### src/rtl/usb_wake_pkg.sv
package usb_wake_pkg;
  localparam int ADDR_W = 7;
  localparam int WR_W   = 6;
  localparam int RD_W   = 8;

  // Writable control fields; en is bit 0 of the packed value.
  typedef struct packed {
    logic addr_en;
    logic cfg;
    logic wake_en;
    logic send_wake;
    logic clk_susp;
    logic en;
  } ctrl_t;

  function automatic logic [ADDR_W-1:0] eff_addr(input logic aen, input logic [ADDR_W-1:0] a);
    return aen ? a : '0;
  endfunction

  function automatic logic [RD_W-1:0] pack_rd(input ctrl_t c, input logic busy);
    return {busy, 1'b0, c};
  endfunction
endpackage

### src/rtl/usb_line_mon.sv
module usb_line_mon #(
  parameter int RST_CYC      = 128,
  parameter int SUSP_CYC     = 144000,
  parameter int WAKE_MIN_CYC = 240000
) (
  input  logic clk,
  input  logic rst_n,
  input  logic en,
  input  logic core_on,
  input  logic se0,
  input  logic jst,
  input  logic hold,
  output logic bus_rst_evt,
  output logic suspended,
  output logic wake_ok
);
  localparam int RW = $clog2(RST_CYC + 1);
  localparam int IW = $clog2(SUSP_CYC + 1);
  localparam int SW = $clog2(WAKE_MIN_CYC + 1);

  logic [RW-1:0] se0_cnt;
  logic [IW-1:0] idle_cnt;
  logic [SW-1:0] susp_cnt;
  logic          idle_ok;

  assign idle_ok     = jst & ~se0 & ~hold;
  assign bus_rst_evt = core_on & se0 & (se0_cnt == RW'(RST_CYC - 1));
  assign wake_ok     = suspended & (susp_cnt == SW'(WAKE_MIN_CYC));

  // Reset detection lives in the core domain: it only counts with clocks on.
  always_ff @(posedge clk or negedge rst_n) begin
    if (!rst_n)            se0_cnt <= '0;
    else if (!en)          se0_cnt <= '0;
    else if (core_on) begin
      if (!se0)                          se0_cnt <= '0;
      else if (se0_cnt != RW'(RST_CYC))  se0_cnt <= se0_cnt + 1'b1;
    end
  end

  // Suspend detection runs whenever the block is enabled.
  always_ff @(posedge clk or negedge rst_n) begin
    if (!rst_n) begin
      idle_cnt  <= '0;
      susp_cnt  <= '0;
      suspended <= 1'b0;
    end else if (!en || !idle_ok) begin
      idle_cnt  <= '0;
      susp_cnt  <= '0;
      suspended <= 1'b0;
    end else if (!suspended) begin
      if (idle_cnt == IW'(SUSP_CYC - 1)) begin
        suspended <= 1'b1;
        idle_cnt  <= '0;
      end else begin
        idle_cnt <= idle_cnt + 1'b1;
      end
    end else if (susp_cnt != SW'(WAKE_MIN_CYC)) begin
      susp_cnt <= susp_cnt + 1'b1;
    end
  end
endmodule

### src/rtl/usb_resume_gen.sv
module usb_resume_gen #(
  parameter int RESUME_CYC = 96000
) (
  input  logic clk,
  input  logic rst_n,
  input  logic en,
  input  logic core_on,
  input  logic req,
  input  logic wake_ok,
  output logic drive_k,
  output logic resume_end,
  output logic done
);
  localparam int CW = $clog2(RESUME_CYC + 1);

  logic [CW-1:0] cnt;
  logic          start;

  assign start      = req & wake_ok & core_on & ~drive_k;
  assign resume_end = drive_k & core_on & (cnt == CW'(RESUME_CYC - 1));

  always_ff @(posedge clk or negedge rst_n) begin
    if (!rst_n) begin
      drive_k <= 1'b0;
      cnt     <= '0;
      done    <= 1'b0;
    end else begin
      done <= resume_end;
      if (!en) begin
        drive_k <= 1'b0;
        cnt     <= '0;
      end else if (start) begin
        drive_k <= 1'b1;
        cnt     <= '0;
      end else if (resume_end) begin
        drive_k <= 1'b0;
      end else if (drive_k && core_on) begin
        cnt <= cnt + 1'b1;
      end
    end
  end
endmodule

### src/rtl/usb_ctrl_reg.sv
module usb_ctrl_reg
  import usb_wake_pkg::*;
(
  input  logic              clk,
  input  logic              rst_n,
  input  logic              wr,
  input  logic [WR_W-1:0]   wdata,
  input  logic              awr,
  input  logic [ADDR_W-1:0] adata,
  input  logic              bus_rst_evt,
  input  logic              resume_end,
  input  logic              drive_k,
  output ctrl_t             ctrl,
  output logic              busy,
  output logic [ADDR_W-1:0] addr
);
  ctrl_t nxt;

  // Priority: write, then hardware clears, then the global enable.
  always_comb begin
    nxt = ctrl;
    if (wr) nxt = ctrl_t'(wdata);
    if (bus_rst_evt) begin
      nxt.cfg     = 1'b0;
      nxt.addr_en = 1'b0;
    end
    if (resume_end) nxt.send_wake = 1'b0;
    if (!nxt.en) nxt = '0;
  end

  always_ff @(posedge clk or negedge rst_n) begin
    if (!rst_n) begin
      ctrl <= '0;
      busy <= 1'b0;
      addr <= '0;
    end else begin
      ctrl <= nxt;
      busy <= nxt.en & ((nxt.send_wake & nxt.wake_en) | (drive_k & ~resume_end));
      if (awr) addr <= adata;
    end
  end
endmodule

### src/rtl/usb_wake_ctl.sv
module usb_wake_ctl
  import usb_wake_pkg::*;
#(
  parameter int RST_CYC      = 128,
  parameter int SUSP_CYC     = 144000,
  parameter int WAKE_MIN_CYC = 240000,
  parameter int RESUME_CYC   = 96000
) (
  input  logic              clk,
  input  logic              rst_n,
  input  logic              ctrl_wr,
  input  logic [WR_W-1:0]   ctrl_wdata,
  input  logic              addr_wr,
  input  logic [ADDR_W-1:0] addr_wdata,
  input  logic              line_se0,
  input  logic              line_j,
  output logic [RD_W-1:0]   ctrl_rdata,
  output logic [ADDR_W-1:0] dev_addr,
  output logic              xcvr_en,
  output logic              core_clk_en,
  output logic              drive_k,
  output logic              suspended,
  output logic              bus_reset,
  output logic              resume_done
);
  ctrl_t             ctrl;
  logic              busy;
  logic [ADDR_W-1:0] addr_q;
  logic              core_on;
  logic              bus_rst_evt;
  logic              wake_ok;
  logic              resume_end;
  logic              wake_req;

  assign core_on  = ctrl.en & ~ctrl.clk_susp;
  assign wake_req = ctrl.send_wake & ctrl.wake_en;

  usb_ctrl_reg u_reg (
    .clk(clk), .rst_n(rst_n), .wr(ctrl_wr), .wdata(ctrl_wdata),
    .awr(addr_wr), .adata(addr_wdata), .bus_rst_evt(bus_rst_evt),
    .resume_end(resume_end), .drive_k(drive_k),
    .ctrl(ctrl), .busy(busy), .addr(addr_q)
  );

  usb_line_mon #(.RST_CYC(RST_CYC), .SUSP_CYC(SUSP_CYC), .WAKE_MIN_CYC(WAKE_MIN_CYC)) u_mon (
    .clk(clk), .rst_n(rst_n), .en(ctrl.en), .core_on(core_on),
    .se0(line_se0), .jst(line_j), .hold(drive_k),
    .bus_rst_evt(bus_rst_evt), .suspended(suspended), .wake_ok(wake_ok)
  );

  usb_resume_gen #(.RESUME_CYC(RESUME_CYC)) u_res (
    .clk(clk), .rst_n(rst_n), .en(ctrl.en), .core_on(core_on),
    .req(wake_req), .wake_ok(wake_ok),
    .drive_k(drive_k), .resume_end(resume_end), .done(resume_done)
  );

  always_ff @(posedge clk or negedge rst_n) begin
    if (!rst_n) bus_reset <= 1'b0;
    else        bus_reset <= bus_rst_evt;
  end

  assign ctrl_rdata  = pack_rd(ctrl, busy);
  assign dev_addr    = eff_addr(ctrl.addr_en, addr_q);
  assign xcvr_en     = ctrl.en;
  assign core_clk_en = core_on;
endmodule

### config.mk
export PLATFORM = sky130hd
export DESIGN_NAME = usb_wake_ctl
export DESIGN_NICKNAME = d
export VERILOG_FILES = /design/src/rtl/usb_wake_pkg.sv /design/src/rtl/usb_line_mon.sv /design/src/rtl/usb_resume_gen.sv /design/src/rtl/usb_ctrl_reg.sv /design/src/rtl/usb_wake_ctl.sv
export SDC_FILE = /design/constraint.sdc
export NUM_CORES = 1
export LEC_CHECK = 0
export BUFFER_PORTS_ARGS = -buffer_cell sky130_fd_sc_hd__buf_2
export CAP_MARGIN = 10
export CORE_MARGIN = 2
export CORE_UTILIZATION = 59
export DETAILED_ROUTE_END_ITERATION = 10
export GPL_ROUTABILITY_DRIVEN = 0
export GPL_TIMING_DRIVEN = 0
export PLACE_DENSITY = 0.85
export SLEW_MARGIN = 15
export SYNTH_ARGS = -nofsm -noshare
export SYNTH_HDL_FRONTEND = slang
export SYNTH_SLANG_ARGS = --single-unit
### constraint.sdc
create_clock -name clk -period 2.58 [get_ports clk]
set_input_delay 0 -clock clk [delete_from_list [all_inputs] [get_ports clk]]
set_output_delay 0 -clock clk [all_outputs]
set_load 0.02 [all_outputs]
==> results.md, run 1 <==
- WL final: 9.15 mm
- Clk root buf: clkbuf_8
- Buffers and inverters on the worst path: 1
- Final Max Slew Viols: 0
- Post-synthesis mux area share: 0.0283
- Vias: around 3400
- Worst Setup End Kind: register
- Chip Height: ~87 um
- CTS tree: done
- Grt total ovfl: 0
- Leading cell type in the layout, fill and taps excluded: dfrtp_1
- Largest family of logic cells by synthesized area: simple AND/OR/NAND/NOR gates
- Critical path's top delay family: simple AND/OR/NAND/NOR gates
- Ranking of synthesized cells by area: dfrtp_1, nand3_1, nand2_1
- DRT Pass-1 Iters: 6
- Syn Area/Cell: 9.59 um2
- XOR/XNOR share of the synthesized area: 0.0392
- CP startpoint kind: register
- Maximum vdd drop: 0.252 mV
- Class of the most critical setup path: reg -> reg
- TritonCTS buffer count: 9
- Min Tclk post-route: 2.37 ns
- Ys Warns: 0
- Peak Freq: roughly 0.42 GHz
- Vias in the first global route: between 3000 and 4000
- Port-buffer cells: 36
- Placed Area: between 4000 and 5000 um2
- #FFs+latches synth: 79
- Syn nets: 445
- Post-CTS Setup Bufs: 0
- Most frequent cells in the layout: dfrtp_1, nand2_1, nand3_1, nor2_1, buf_2
- Max Cap Viol: 0
- Req. time, crit path: 2.80 ns
- Worst EP arrival: around 2.6 ns
- Post-route cell area: 4710 um2
- Cts repair resizes: 0
- Core area: 6680 um2
- Starting density of the core: 0.603
- CP Cell Sequence: or4b_2, or4_4, o21ai_2, buf_4, nand2b_1, o21ai_0
- Top cell type by total area after synthesis: dfrtp_1
- Worst-skew pair later-pin latency: 0.36 ns
- Slowest cell delay on critical path: 0.67 ns
- Ratio of cells with drive above 1 in the final layout: 0.157
- Iteration-0 DRC Markers: between 200 and 250
- Remaining DRCs: 0
- Clock slew at reported path FFs: 0.09 ns
- # diodes: 0
- Final period utilization: 0.919
- Post-synthesis compound-gate area fraction: 0.121
- Slew @ Worst Pin: 0.573 ns
- DP Wirelength: 6.05 mm
- I/O Pins: 40
- Setup TNS: 0 ns
- Post-Synth Adder-Cell Area: 0.0186
- Hold Vio Cnt, Final: 0
- Final ANT Viol Nets: 0
- Worst path slowest cell: or4b_2
- Post-Syn Area: just over 4000 um2
- Leak: 0.00200 uW
- Final Setup Violations: 0
- Sequential share of the synthesized area: 0.491
- Antenna violations before repair: 0
- Clock Path Buffers: 2
- EDFF count, synth: 0
- Worst slew margin: 0.614
- RSZ-0062 raised after global routing: no
- Global-route wire length before repair: 15.3 mm
- Worst Clk Skew: between 0.015 and 0.02 ns
- Simple-gate share of the synthesized area: 0.275
- Largest net degree at the start of global routing: 48
- Vias/cell: ~6.0
- Synth Instances: between 400 and 500
- Synth top area share: 0.491
- Ys flop type: dfrtp_1
- Area growth syn-to-layout: 17.1%
- Number of distinct library cells after synthesis: 51
- Die ar.: 7500 um2
- Type of the most critical hold path: in -> reg
- Ys async rst share: 1.00
- H-tree Lvls: 3
- Wire per inst: between 15 and 20 um
- GR Util All Layers: 0.257
- Layout Nets: between 500 and 600
- Die X: around 87 um
- Crit Path Max Fanout: 10
- Core Rows: 30
- Sinks on Clock Net: 79
- Status: complete, no violations
- P per Cell Area: 504 nW/um2
## final cells by class
cell class,instances,area (um2)
Inverter,10,37.5
Buffer,14,68.8
Fill cell,480,1970
Tap cell,80,100
Timing Repair Buffer,55,390
Sequential cell,79,1980
Clock inverter,7,72.6
Clock buffer,9,124
Multi-Input combinational cell,317,1940
## layer usage
metal | track usage | vias to the layer above | part of all wire
li1 | - | 1662 | -
met1 | 0.344 | 1672 | 0.45
met3 | 0.0438 | 17 | 0.040
met5 | 0 | - | 0
met2 | 0.415 | 98 | 0.50
met4 | 0.107 | 0 | 0.017
## final timing paths
path	endpoint	cells past startpoint	slack (ns)	start
setup / recovery	u_mon.idle_cnt[7]	6	0.21	u_mon.idle_cnt[11]
hold reg to reg	u_res.cnt[14]	1	0.49	u_res.cnt[14]
max in group asynchronous	u_reg.addr[6]	3	1.88	rst_n
min in group asynchronous	u_mon.idle_cnt[11]	2	0.14	rst_n
setup reg to reg	u_mon.idle_cnt[7]	6	0.21	u_mon.idle_cnt[11]
hold / removal	u_reg.ctrl[1]	2	0.07	ctrl_wr
## metrics by stage
step	utilization	cells	setup slack [ns]	hold WS, ns	power [uW]
floorplan	-	420	0.378	-0.296	1380
global placement	0.645	536	0.221	0.235	1450
detailed placement	0.649	537	0.208	-0.0228	1460
CTS	0.705	571	0.205	0.0817	2380
global route	0.705	571	0.103	0.144	2460
finish	0.705	571	0.210	0.0740	2380
## synth_stat cells, drive strengths merged (2+ instances only)
| cell | count |
|---|---|
| o21ai | 30 |
| and3 | 8 |
| nand3 | 37 |
| and2 | 12 |
| and3b | 2 |
| a32oi | 2 |
| xor2 | 7 |
| mux2i | 2 |
| nand3b | 3 |
| a21oi | 7 |
| buf | 5 |
| or2 | 5 |
| nand2 | 40 |
| o21a | 4 |
| a22o | 2 |
| nor2 | 37 |
| or4b | 2 |
| a31oi | 3 |
| xnor2 | 11 |
| ha | 6 |
| clkbuf | 9 |
| o211ai | 11 |
| or3 | 10 |
| or4 | 6 |
| mux2 | 8 |
| inv | 10 |
| o311ai | 3 |
| o41ai | 2 |
| nor3 | 8 |
| nor4 | 5 |
| nor2b | 5 |
| nand4 | 17 |
| o31ai | 7 |
| dfrtp | 79 |
| nand2b | 5 |
## timing repair
action	CTS	global route
hold buffers	18	0
endpoints found under the setup margin	0	0
endpoints found under the hold margin	92	0
## logic make-up after synthesis
family,after synthesis
simple gates,208
flops,79
compound gates,74
buf+inv,24
xor+xnor,18
mux,10
fa+ha+maj,6
other cells,1
## power breakdown
group / switching, uW / internal (uW)
clock: 470 / 448
combinational: 109 / 77.4
sequential: 16.1 / 1260
## state kept, by name (all words and copies together) (netlist names)
signal / flops
u_mon.suspended: 1
u_mon.susp_cnt: 18
u_reg.addr: 7
u_reg.ctrl: 6
u_reg.busy: 1
bus_reset: 1
u_mon.se0_cnt: 8
u_res.drive_k: 1
u_res.cnt: 17
u_mon.idle_cnt: 18
u_res.done: 1
Note: power is estimated with default switching activity, not from simulation.
==> run 2: changes to the inputs <==
--- a/config.mk
+++ b/config.mk
@@ -5,7 +5,7 @@
 export SDC_FILE = /design/constraint.sdc
 export NUM_CORES = 1
 export LEC_CHECK = 0
-export BUFFER_PORTS_ARGS = -buffer_cell sky130_fd_sc_hd__buf_2
+export BUFFER_PORTS_ARGS = -buffer_cell sky130_fd_sc_hd__buf_4
 export CAP_MARGIN = 10
 export CORE_MARGIN = 2
 export CORE_UTILIZATION = 59
==> run 2 against run 1 <==
  * Critical path depth stayed put
  * Cell count down 0.18%
  * Final area rose by 1.6%
  * Largest cell class unchanged
  * Highest routed layer unchanged
==> results.md, run 2 (same netlist as run 1, synthesis figures left out) <==
- Status: complete, no violations
- Chip Height: 86.6 um
- Leading cell type in the layout, fill and taps excluded: dfrtp_1
- Sw Ratio: 0.237
- Peak Freq: 0.416 GHz
- Ratio of cells with drive above 1 in the final layout: 0.153
- Placed Area: 4400 um2
- Crit Path Max Fanout: 10
- Vias in the first global route: 3306
- Grt total ovfl: 0
- H-tree Lvls: 3
- Die X: 86.6 um
- Util after Layout: 0.717
- Maximum vdd drop: 0.270 mV
- Req. time, crit path: 2.81 ns
- Final ANT Viol Nets: 0
- Post-CTS Setup Bufs: 0
- Final Max Slew Viols: 0
- Worst EP arrival: about 2.6 ns
- CP Cell Sequence: or4b_2, or4_4, o21ai_2, buf_4, nand2b_1, mux2i_1
- Sinks on Clock Net: slightly below 80
- Top flop regs: u_mon.idle_cnt: 18 flops, u_mon.susp_cnt: 18 flops, u_res.cnt: 17 flops
- Worst-skew pair later-pin latency: 0.36 ns
- Slew @ Worst Pin: 0.987 ns
- Worst Clk Skew: around 0.012 ns
- RSZ-0062 raised after global routing: no
- Global-route wire length before repair: 15.2 mm
- Antenna violations before repair: 0
- CP startpoint kind: register
- Core Rows: 30
- Slowest cell delay on critical path: about 0.7 ns
- # diodes: 0
- Vias: 3470
- Class of the most critical setup path: reg -> reg
- Area growth syn-to-layout: 19.0%
- Clk root buf: clkbuf_8
- Iteration-0 DRC Markers: 269
- TritonCTS buffer count: 9
- Final Setup Violations: 0
- CTS tree: done
- Clk pwr share: 0.404
- Setup TNS: 0 ns
- Seq pwr share: 0.515
- DRT Pass-1 Iters: 4
- Combinational share of power: 0.080
- Clock slew at reported path FFs: about 0.09 ns
- Hold Slack: about 0.11 ns
- Most frequent cells in the layout: dfrtp_1, nand2_1, buf_4
- Worst slew margin: 0.342
- Internal power: 1880 uW
- Core area: 6680 um2
- Worst path slowest cell: or4b_2
- Type of the most critical hold path: in -> reg
- Wire per inst: 16.6 um
- Hold Vio Cnt, Final: 0
- Layout Nets: 510
- Leak: 0.00201 uW
- Post-route cell area: 4790 um2
- Worst Setup End Kind: register
- DP Wirelength: 6.01 mm
- Vias/cell: 6.09
- Largest net degree at the start of global routing: 80
- Final total power: between 2000 and 2500 uW
- WL final: between 9 and 10 mm
- Max Cap Viol: 0
- GR Util All Layers: 0.257
- Remaining DRCs: 0
- Min Tclk post-route: 2.40 ns
- I/O Pins: 40
- Starting density of the core: 0.603
- Clock Path Buffers: 2
- Switching pwr: approximately 590 uW
- Die ar.: 7500 um2
- Port-buffer cells: 36
- Cts repair resizes: 0
- Final period utilization: 0.931
- P per Cell Area: about 520 nW/um2
run 2: per-stage QoR:
step / worst slack, ns / std cells
global placement: 0.209 / 536
global route: 0.0607 / 570
floorplan: 0.378 / 420
finish: 0.179 / 570
CTS: 0.173 / 570
detailed placement: 0.162 / 536
run 2: timing repair:
item | in CTS | in global routing
hold buffers | 18 | 0
endpoints found under the hold margin | 92 | 0
setup endpoints to repair | 0 | 0
run 2: area by class of cell:
| type | instances | area (um2) |
|---|---|---|
| Buffer | 14 | 68.8 |
| Clock buffer | 10 | 128 |
| Clock inverter | 6 | 85.1 |
| Fill cell | 493 | 1890 |
| Inverter | 10 | 37.5 |
| Multi-Input combinational cell | 317 | 1940 |
| Sequential cell | 79 | 1980 |
| Tap cell | 80 | 100 |
| Timing Repair Buffer | 54 | 450 |
run 2: power by group through the flow:
stage               clock network, uW  registers (uW)  logic, uW
finish                            999            1270        199
floorplan                           0            1300       81.4
detailed placement                  0            1300        174
CTS                              1010            1270        196
global placement                    0            1290        169
global route                     1060            1280        214
run 2: per-layer routing:
layer  global-route usage  vias up  share of wire
met5                    0        -              0
met4                0.108        0          0.016
met3               0.0410       14          0.057
met2                0.428      119           0.51
met1                0.333     1685           0.42
li1                     -     1652              -
run 2: final timing paths:
| path | startpoint | end | slack (ns) | cells after the start |
|---|---|---|---|---|
| worst max-delay path | u_mon.idle_cnt[11] | u_mon.idle_cnt[5] | 0.18 | 6 |
| worst min-delay path | addr_wr | u_reg.addr[1] | 0.11 | 2 |
| worst max register to register | u_mon.idle_cnt[11] | u_mon.idle_cnt[5] | 0.18 | 6 |
| worst min register to register | u_res.cnt[14] | u_res.cnt[14] | 0.49 | 1 |
| max in group asynchronous | rst_n | u_res.cnt[2] | 1.61 | 2 |
| min in group asynchronous | rst_n | u_mon.susp_cnt[4] | 0.33 | 2 |
run 2: worst max-delay path: cells and delay by family (launching register included):
family | cells | cell delay (ns)
flops | 1 | 0.43
buf+inv | 1 | 0.21
mux | 1 | 0.08
simple gates | 3 | 1.35
compound gates | 1 | 0.22
